## config.mk

```make
export PLATFORM = sky130hd
export DESIGN_NAME = gate_ovr_ctrl
export DESIGN_NICKNAME = d
export VERILOG_FILES = /design/src/rtl/gate_ovr_pkg.sv /design/src/rtl/gate_ovr_sync.sv /design/src/rtl/gate_ovr_qual.sv /design/src/rtl/gate_ovr_sdreg.sv /design/src/rtl/gate_ovr_ctrl.sv
export SDC_FILE = /design/constraint.sdc
export NUM_CORES = 1
export LEC_CHECK = 0
export ABC_CLOCK_PERIOD_IN_PS = 2300
export CAP_MARGIN = 40
export CORE_MARGIN = 3
export CORE_UTILIZATION = 52
export DETAILED_ROUTE_END_ITERATION = 12
export GPL_ROUTABILITY_DRIVEN = 0
export GPL_TIMING_DRIVEN = 0
export PLACE_DENSITY = 0.78
export SETUP_SLACK_MARGIN = 0.05
export SYNTH_ARGS = -nofsm -noshare
export SYNTH_HDL_FRONTEND = slang
export SYNTH_HIERARCHICAL = 1
export SYNTH_SLANG_ARGS = --single-unit
```

## constraint.sdc

```tcl
create_clock -name clk -period 2.3 [get_ports clk]
set_input_delay 0.46 -clock clk [delete_from_list [all_inputs] [get_ports clk]]
set_output_delay 0.46 -clock clk [all_outputs]
set_load 0.005 [all_outputs]
```

## src/rtl/gate_ovr_pkg.sv

```systemverilog
package gate_ovr_pkg;

   localparam int unsigned DEF_DATA_W      = 8;
   localparam int unsigned DEF_SYNC_STAGES = 2;
   localparam int unsigned DEF_QUAL_CYCLES = 625;   // 5 us at 125 MHz

   // Decoded meaning of a shutdown-register write
   typedef enum logic [1:0] {
      SD_CMD_NONE  = 2'd0,
      SD_CMD_ARM   = 2'd1,
      SD_CMD_CLEAR = 2'd2,
      SD_CMD_KEEP  = 2'd3
   } sd_cmd_e;

endpackage

```

## src/rtl/gate_ovr_sync.sv

```systemverilog
module gate_ovr_sync #(
   parameter int unsigned STAGES  = 2,
   parameter bit          RST_VAL = 1'b0
) (
   input  logic clk,
   input  logic rst_n,
   input  logic d_i,
   output logic q_o
);

   if (STAGES < 2) begin : g_bad_stages
      $error("gate_ovr_sync: STAGES must be at least 2");
   end

   logic [STAGES-1:0] chain_q;

   always_ff @(posedge clk or negedge rst_n) begin
      if (!rst_n) chain_q <= {STAGES{RST_VAL}};
      else        chain_q <= {chain_q[STAGES-2:0], d_i};
   end

   assign q_o = chain_q[STAGES-1];

endmodule

```

## src/rtl/gate_ovr_qual.sv

```systemverilog
module gate_ovr_qual #(
   parameter int unsigned CYCLES     = 625,
   parameter bit          ACTIVE_LOW = 1'b0
) (
   input  logic clk,
   input  logic rst_n,
   input  logic level_i,
   output logic qual_o
);

   localparam int unsigned CNT_W = $clog2(CYCLES + 1);
   localparam logic [CNT_W-1:0] CNT_MAX = CNT_W'(CYCLES);

   if (CYCLES < 1) begin : g_bad_cycles
      $error("gate_ovr_qual: CYCLES must be at least 1");
   end

   logic             active;
   logic [CNT_W-1:0] cnt_q;

   if (ACTIVE_LOW) begin : g_act_low
      assign active = ~level_i;
   end else begin : g_act_high
      assign active = level_i;
   end

   // Streak counter: restarts on any inactive cycle, saturates at the limit
   always_ff @(posedge clk or negedge rst_n) begin
      if (!rst_n)                cnt_q <= '0;
      else if (!active)          cnt_q <= '0;
      else if (cnt_q != CNT_MAX) cnt_q <= cnt_q + 1'b1;
   end

   assign qual_o = (cnt_q == CNT_MAX);

endmodule

```

## src/rtl/gate_ovr_sdreg.sv

```systemverilog
module gate_ovr_sdreg
   import gate_ovr_pkg::*;
#(
   parameter int unsigned          DATA_W   = 8,
   parameter logic [DATA_W-1:0]    ARM_CODE = 8'hAA,
   parameter logic [DATA_W-1:0]    CLR_CODE = 8'h00
) (
   input  logic              clk,
   input  logic              rst_n,
   input  logic              wr_i,
   input  logic [DATA_W-1:0] wdata_i,
   input  logic              hot_rel_i,
   output logic [DATA_W-1:0] rdata_o,
   output logic              force_o
);

   if (ARM_CODE == CLR_CODE) begin : g_bad_codes
      $error("gate_ovr_sdreg: arm and clear codes must differ");
   end

   sd_cmd_e           cmd;
   logic [DATA_W-1:0] store_q;
   logic              force_q;

   always_comb begin
      if (!wr_i)                    cmd = SD_CMD_NONE;
      else if (wdata_i == ARM_CODE) cmd = SD_CMD_ARM;
      else if (wdata_i == CLR_CODE) cmd = SD_CMD_CLEAR;
      else                          cmd = SD_CMD_KEEP;
   end

   always_ff @(posedge clk or negedge rst_n) begin
      if (!rst_n)    store_q <= '0;
      else if (wr_i) store_q <= wdata_i;
   end

   // Hot-side release dominates an arming write in the same cycle
   always_ff @(posedge clk or negedge rst_n) begin
      if (!rst_n)                    force_q <= 1'b0;
      else if (hot_rel_i)            force_q <= 1'b0;
      else if (cmd == SD_CMD_ARM)    force_q <= 1'b1;
      else if (cmd == SD_CMD_CLEAR)  force_q <= 1'b0;
   end

   assign rdata_o = store_q;
   assign force_o = force_q;

endmodule

```

## src/rtl/gate_ovr_ctrl.sv

```systemverilog
module gate_ovr_ctrl
   import gate_ovr_pkg::*;
#(
   parameter int unsigned       DATA_W        = DEF_DATA_W,
   parameter int unsigned       SYNC_STAGES   = DEF_SYNC_STAGES,
   parameter int unsigned       QUAL_CYCLES   = DEF_QUAL_CYCLES,
   parameter logic [DATA_W-1:0] SHUTDOWN_CODE = DATA_W'(8'hAA),
   parameter logic [DATA_W-1:0] CLEAR_CODE    = DATA_W'(8'h00)
) (
   input  logic              clk,
   input  logic              rst_n,
   input  logic              gate_req_i,
   input  logic              pgood_i,
   input  logic              hot_rst_n_i,
   input  logic              cold_rst_i,
   input  logic              reg_wr_i,
   input  logic [DATA_W-1:0] reg_wdata_i,
   output logic              gate_en_o,
   output logic              pgood_o,
   output logic [DATA_W-1:0] reg_rdata_o
);

   if (DATA_W < 8) begin : g_bad_width
      $error("gate_ovr_ctrl: DATA_W must hold the 8-bit command codes");
   end

   logic hot_sync;
   logic cold_sync;
   logic hot_qual;
   logic cold_qual;
   logic sd_force;

   // Hot-side pin: idles high, qualified while low
   gate_ovr_sync #(.STAGES(SYNC_STAGES), .RST_VAL(1'b1)) u_hot_sync (
      .clk   (clk),
      .rst_n (rst_n),
      .d_i   (hot_rst_n_i),
      .q_o   (hot_sync)
   );

   gate_ovr_qual #(.CYCLES(QUAL_CYCLES), .ACTIVE_LOW(1'b1)) u_hot_qual (
      .clk     (clk),
      .rst_n   (rst_n),
      .level_i (hot_sync),
      .qual_o  (hot_qual)
   );

   // Cold-side pin: idles low, qualified while high
   gate_ovr_sync #(.STAGES(SYNC_STAGES), .RST_VAL(1'b0)) u_cold_sync (
      .clk   (clk),
      .rst_n (rst_n),
      .d_i   (cold_rst_i),
      .q_o   (cold_sync)
   );

   gate_ovr_qual #(.CYCLES(QUAL_CYCLES), .ACTIVE_LOW(1'b0)) u_cold_qual (
      .clk     (clk),
      .rst_n   (rst_n),
      .level_i (cold_sync),
      .qual_o  (cold_qual)
   );

   gate_ovr_sdreg #(
      .DATA_W   (DATA_W),
      .ARM_CODE (SHUTDOWN_CODE),
      .CLR_CODE (CLEAR_CODE)
   ) u_sdreg (
      .clk       (clk),
      .rst_n     (rst_n),
      .wr_i      (reg_wr_i),
      .wdata_i   (reg_wdata_i),
      .hot_rel_i (hot_qual),
      .rdata_o   (reg_rdata_o),
      .force_o   (sd_force)
   );

   assign gate_en_o = gate_req_i & ~hot_qual & ~sd_force;
   assign pgood_o   = pgood_i | cold_qual;

endmodule

```

==> results of run 1 <==
==> cell usage after synthesis (3+ instances only) <==
cell / n
or4_1: 4
nand3_1: 8
o31ai_1: 4
ha_1: 4
o21ai_0: 5
mux2_2: 10
a21oi_1: 9
nand2_1: 6
dfrtp_1: 31
xor2_1: 3
inv_1: 6
nor2_1: 7
or3_1: 5
nand4_1: 6
==> through the flow <==
stage | TNS (ns) | worst slack (ns)
final | -0.00276 | -0.00276
after global routing | -0.104 | -0.104
after CTS | 0 | 0.0477
after detailed placement | -0.0457 | -0.0457
after global placement | -0.0157 | -0.0157
after floorplan | 0 | 0.520
==> layer usage <==
layer  part of all wire  track usage  wire, um
met5                  0            0         0
met4              0.020        0.121        70
met3              0.087       0.0901       307
met2               0.49        0.361      1730
met1               0.41        0.260      1440
==> path summary, 6_finish.rpt <==
path / startpoint / end / slack (ns) / depth (start not counted)
max reg2reg: u_cold_qual/cnt_q[7]$_DFFE_PN0P_ / u_cold_qual/cnt_q[0]$_DFFE_PN0P_ / 0.15 / 11
min: rst_n / u_cold_qual/cnt_q[8]$_DFFE_PN0P_ / 0.16 / 1
max: u_cold_qual/cnt_q[7]$_DFFE_PN0P_ / pgood_o / -0.003 / 5
min in group clk: u_cold_sync/chain_q[0]$_DFF_PN0_ / u_cold_sync/chain_q[1]$_DFF_PN0_ / 0.36 / 0
max in group asynchronous: rst_n / u_hot_qual/cnt_q[2]$_DFFE_PN0P_ / 1.63 / 1
min reg2reg: u_cold_sync/chain_q[0]$_DFF_PN0_ / u_cold_sync/chain_q[1]$_DFF_PN0_ / 0.36 / 0
==> cells in the final DEF, fill, tap and decap left out, types with 2 or more instances in the layout <==
cell type / instances
a211oi_1: 2
a21oi_1: 9
buf_2: 3
buf_4: 12
buf_6: 7
clkbuf_2: 2
clkbuf_4: 5
clkdlybuf4s50_1: 20
clkinv_2: 2
dfrtp_1: 29
dfrtp_2: 2
dfstp_2: 2
ha_1: 3
inv_1: 5
mux2_2: 10
mux2i_1: 2
nand2_1: 5
nand2b_1: 2
nand3_1: 8
nand4_1: 6
nor2_1: 7
nor3_1: 2
nor4_4: 2
o21ai_0: 5
o31ai_1: 4
or3_1: 5
or4_1: 4
xnor2_1: 2
xor2_1: 3
==> sequential cells by signal (all words and copies together), names as in the netlist <==
signal	cells
u_cold_sync/chain_q	2
u_cold_qual/cnt_q	10
u_hot_sync/chain_q	2
u_sdreg/force_o	1
u_sdreg/rdata_o	8
u_hot_qual/cnt_q	10
==> area by class of cell <==
class                           instances  share of cell area
Clock buffer                            6              0.0200
Tap cell                               31              0.0188
Multi-Input combinational cell         97               0.352
Inverter                                6              0.0109
Clock inverter                          2             0.00485
Sequential cell                        33               0.402
Buffer                                  2             0.00485
Timing Repair Buffer                   42               0.186
==> worst max-delay path, delay by kind of cell (launching register included) <==
family | cells | cell delay (ns)
buffers and inverters | 2 | 0.23
flip-flops | 1 | 0.40
AND/OR/NAND/NOR | 3 | 0.87
==> kinds of logic (layout without fill, tap and decap cells) <==
| family | count (synthesis) | in the layout | synth area share |
|---|---|---|---|
| muxes | 12 | 12 | 0.0838 |
| DFF | 33 | 33 | 0.523 |
| and+or+nand+nor | 53 | 53 | 0.225 |
| AOI/OAI and AO/OA | 23 | 23 | 0.0877 |
| buffers and inverters | 8 | 58 | 0.0206 |
| adders and majority gates | 4 | 4 | 0.0316 |
| xor gates and xnor gates | 5 | 5 | 0.0277 |
==> power groups by stage <==
| stage | sequential [W] | clock (W) | combinational [W] |
|---|---|---|---|
| floorplan | 0.000640 | 0 | 0.0000543 |
| global placement | 0.000640 | 0 | 0.000133 |
| detailed placement | 0.000642 | 0 | 0.000137 |
| CTS | 0.000628 | 0.000329 | 0.000144 |
| global route | 0.000634 | 0.000352 | 0.000161 |
| finish | 0.000629 | 0.000314 | 0.000146 |
==> what timing repair did <==
item,CTS,global route
gates resized for setup,17,4
hold endpoints to repair,0,0
setup endpoints to repair,2,5
setup buffers,17,5
pin swaps,4,3
==> results_dict.tcl, run 1 <==
set metrics [dict create \
    status "finished, violations left" \
    violations "negative setup slack" \
    port_buffers 23 \
    ys_seq_area_frac 0.523 \
    grt_max_degree 34 \
    final_util 0.730 \
    layout-drive-gt1-share 0.293 \
    vias 1295 \
    track_usage 0.226 \
    end_kind "output port" \
    syn2layout_area_growth_pct 30.4 \
    fmax_mhz 434 \
    rows 19 \
    avgViaCountPerCell 5.91 \
    cellInternalPower_w 0.000810 \
    hold_violations 0 \
    post-route-period-util 1.00 \
    numCtsBuffers 5 \
    nets 206 \
    min_path_type "in2async" \
    design_area_sq_mm 0.00206 \
    async_flop_share 1.00 \
    max-cap-violations 0 \
    globalRoute.totalOverflow 0 \
    critPathMaxStageDelay_ns 0.57 \
    ys_top_cells_by_area "dfrtp_1, mux2_2, dfstp_2, ha_1, a21oi_1" \
    die_area_sq_mm 0.00374 \
    clkPwrFrac 0.288 \
    regArea_sq_um 831 \
    p_leak_nw 0.856 \
    n_fill_cell 200 \
    core_sq_mm 0.00283 \
    finalWorstSetupSlack_ns -0.00276 \
    dp_cells 192 \
    syn_avg_cell_area_sq_um 11.5 \
    firstDrtPassIters 4 \
    dieHeight_um 61.2 \
    path_class "reg2out" \
    powerDensity_mw_per_mm2 528 \
    start_util 0.559 \
    ys_warn_count 6 \
    synth_top_area_cell "dfrtp_1" \
    dpl_cell_area_sq_mm 0.00185 \
    hpwl_um 2120 \
    synth_seq_cells 33 \
    fin_cells 219 \
    crit_slowest_cell "or4_4" \
    cp_cell_sequence "or4_4, nor3_4, buf_4, or2_1, clkbuf_2" \
    diodes 0 \
    power_w 0.00109 \
    synthesis.nets 157 \
    slew_violations 0 \
    hold_buffers 0 \
    antenna_found_initial 0 \
    htreeDepth 2 \
    ir_drop_mv 0.404 \
    p_switching_w 0.000279 \
    max-slew-margin-rel 0.521 \
    synthCells 138 \
    cts.path.max_buffers 2 \
    wl_um 3540 \
    cp_max_fo 2 \
    worstPathRequired_ns 1.84 \
    drc 0 \
    synth_cell_types 36 \
    comb_power_share 0.134 \
    crit_path_start_kind "flip-flop" \
    setup_viol 1 \
    rsz0062_at_grt "true" \
    crit_arrival_ns 1.84 \
    die_w_um 61.2 \
    seqPwrFrac 0.577 \
    root_buffer "clkbuf_4" \
    worstMarginPinSlew_ns 0.718 \
    switching_share 0.256 \
    synth_top_area_share 0.490 \
    cts_sinks 33 \
    grt_pass1_vias 1338 \
    synth-edff-count 0 \
    post-route-min-period_ns 2.30 \
    io_pins 25 \
    cts_tree "yes" \
    wl_per_cell_um 16.2 \
    syn-cell-area_sq_mm 0.00158 \
    hold_ws_ns 0.159 \
    grt_pass1_wl_um 6030 \
    postRouteAntennaNets 0 \
    multi_input_area_sq_um 727 \
    fin_skew_ns 0.00429 \
    synth_flop_cell "dfrtp_1" \
    drt-initial-drc-count 60 \
    clkSlewWorstSetupHoldPaths_ns 0.10 \
    clk_latency_ns 0.34 \
]
Power figures use the tool's default switching activity.
==> run 2, diff against run 1 <==
ABC_CLOCK_PERIOD_IN_PS = 2900   (was 2300)
CAP_MARGIN = 30   (was 40)
CORE_UTILIZATION = 56   (was 52)
HOLD_SLACK_MARGIN = 0.1   (was default)
PLACE_DENSITY = 0.83   (was 0.78)
clock period = 2.9 ns   (was 2.3 ns; I/O delays follow)
==> run 2 against run 1 <==
  * The flow now finishes without violations
  * Sequential cell count did not move
  * Count of clock-buffer cells in the layout is 1 lower
  * Combinational power shrank 27%
  * Worst setup slack better by 0.18 ns
  * Die area shrank 6.4%
  * Critical path type unchanged
==> results_dict.tcl, run 2 (synthesis gave the netlist of run 1 again) <==
set metrics [dict create \
    crit_buf_inv 1 \
    rsz0062_at_grt "false" \
    critPathMaxStageDelay_ns 0.46 \
    io_pins 25 \
    vias 1170 \
    min_path_type "in2async" \
    clk_latency_ns 0.33 \
    final_common_cell "dfrtp_1" \
    reg2reg_slack_ns 1.14 \
    port_buffers 23 \
    worstMarginPinSlew_ns 0.694 \
    cp_cell_sequence "or3_4, nor4_4, nor3b_2, clkdlybuf4s50_1" \
    wl_um 2850 \
    slew_violations 0 \
    max-cap-violations 0 \
    hold_violations 0 \
    postRouteAntennaNets 0 \
    crit_path_start_kind "flip-flop" \
    layout-drive-gt1-share 0.188 \
    dieHeight_um 59.2 \
    hpwl_um 2090 \
    ir_drop_mv 0.496 \
    hold_buffers 0 \
    crit_arrival_ns 2.15 \
    syn2layout_area_growth_pct 20.6 \
    power_w 0.000857 \
    fin_skew_ns 0.00776 \
    final_cell_mix "dfrtp_1, clkdlybuf4s50_1, mux2_2" \
    path_delay_family "simple AND/OR/NAND/NOR gates" \
    root_buffer "clkbuf_4" \
    drt-initial-drc-count 24 \
    start_util 0.611 \
    crit_slowest_cell "dfrtp_1" \
    setup_viol 0 \
    final_util 0.737 \
    grt_pass1_vias 1176 \
    numCtsBuffers 5 \
    antenna_found_initial 0 \
    grt_max_degree 34 \
    htreeDepth 2 \
    post-route-period-util 0.940 \
    avgViaCountPerCell 5.85 \
    powerDensity_mw_per_mm2 449 \
    rows 18 \
    core_sq_mm 0.00259 \
    cts_sinks 33 \
    nets 188 \
    firstDrtPassIters 4 \
    drc 0 \
    fmax_mhz 367 \
    worstPathRequired_ns 2.32 \
    post-route-min-period_ns 2.73 \
    die_area_sq_mm 0.00350 \
    p_leak_nw 0.758 \
    track_usage 0.197 \
    wl_per_cell_um 14.3 \
    cts.path.max_buffers 2 \
    path_class "reg2out" \
    cp_max_fo 6 \
    globalRoute.totalOverflow 0 \
    clkSlewWorstSetupHoldPaths_ns 0.11 \
    grt_pass1_wl_um 5150 \
    die_w_um 59.2 \
    setup-tns-final_ns 0 \
    status "finished clean" \
    diodes 0 \
    end_kind "output port" \
    cts_tree "yes" \
    max-slew-margin-rel 0.538 \
]
## run 2: changes by cell type in the layout (fill, tap and decap cells not counted), moves of 2 or more
cell / delta
clkdlybuf4s50_1: +2
buf_4: -11
clkbuf_2: -2
buf_6: -7
## run 2: per-stage QoR
stage / hold WS, ns / instances / setup slack (ns) / cell area [sq um]
after CTS: 0.297 / 199 / 0.0744 / 1900
final: 0.273 / 200 / 0.173 / 1910
after detailed placement: 0.340 / 191 / 0.458 / 1850
after global routing: 0.321 / 200 / 0.0623 / 1910
after floorplan: 0.284 / 138 / 1.00 / 1580
after global placement: 0.338 / 191 / 0.469 / 1850
## run 2: worst paths after layout
| path | start | endpoint | cells past startpoint |
|---|---|---|---|
| min in group clk | u_cold_sync/chain_q[0]$_DFF_PN0_ | u_cold_sync/chain_q[1]$_DFF_PN0_ | 0 |
| max in group asynchronous | rst_n | u_cold_qual/cnt_q[2]$_DFFE_PN0P_ | 1 |
| min | rst_n | u_hot_qual/cnt_q[6]$_DFFE_PN0P_ | 1 |
| max | u_hot_qual/cnt_q[2]$_DFFE_PN0P_ | gate_en_o | 4 |
| min reg2reg | u_cold_sync/chain_q[0]$_DFF_PN0_ | u_cold_sync/chain_q[1]$_DFF_PN0_ | 0 |
| max reg2reg | u_hot_qual/cnt_q[2]$_DFFE_PN0P_ | u_hot_qual/cnt_q[0]$_DFFE_PN0P_ | 3 |
## run 2: routing by layer
layer | track usage | vias up | wire length, um
met5 | 0 | - | 0
met4 | 0.0712 | 0 | 21
met3 | 0.0828 | 2 | 228
met2 | 0.311 | 30 | 1300
met1 | 0.243 | 563 | 1300
li1 | - | 575 | -
## run 2: where the power goes
group | internal [W] | switching [W] | total [W] | leakage (nW)
Combinational | 0.0000634 | 0.0000433 | 0.000107 | 0.303
Clock | 0.0000913 | 0.000158 | 0.000250 | 0.0310
Sequential | 0.000483 | 0.0000179 | 0.000501 | 0.424
Total | 0.000638 | 0.000219 | 0.000857 | 0.758
## run 2: final cells by class
class                           instances  area (sq um)
Inverter                                6          22.5
Timing Repair Buffer                   24           233
Sequential cell                        33           830
Clock buffer                            5          37.5
Multi-Input combinational cell         97           722
Clock inverter                          3          17.5
Buffer                                  2          10.0
Fill cell                             187           681
Tap cell                               30          37.5
## run 2: timing repair
action,4_1_cts,5_1_grt
setup buffers,0,1
setup endpoints to repair,0,2
resized for setup,0,1
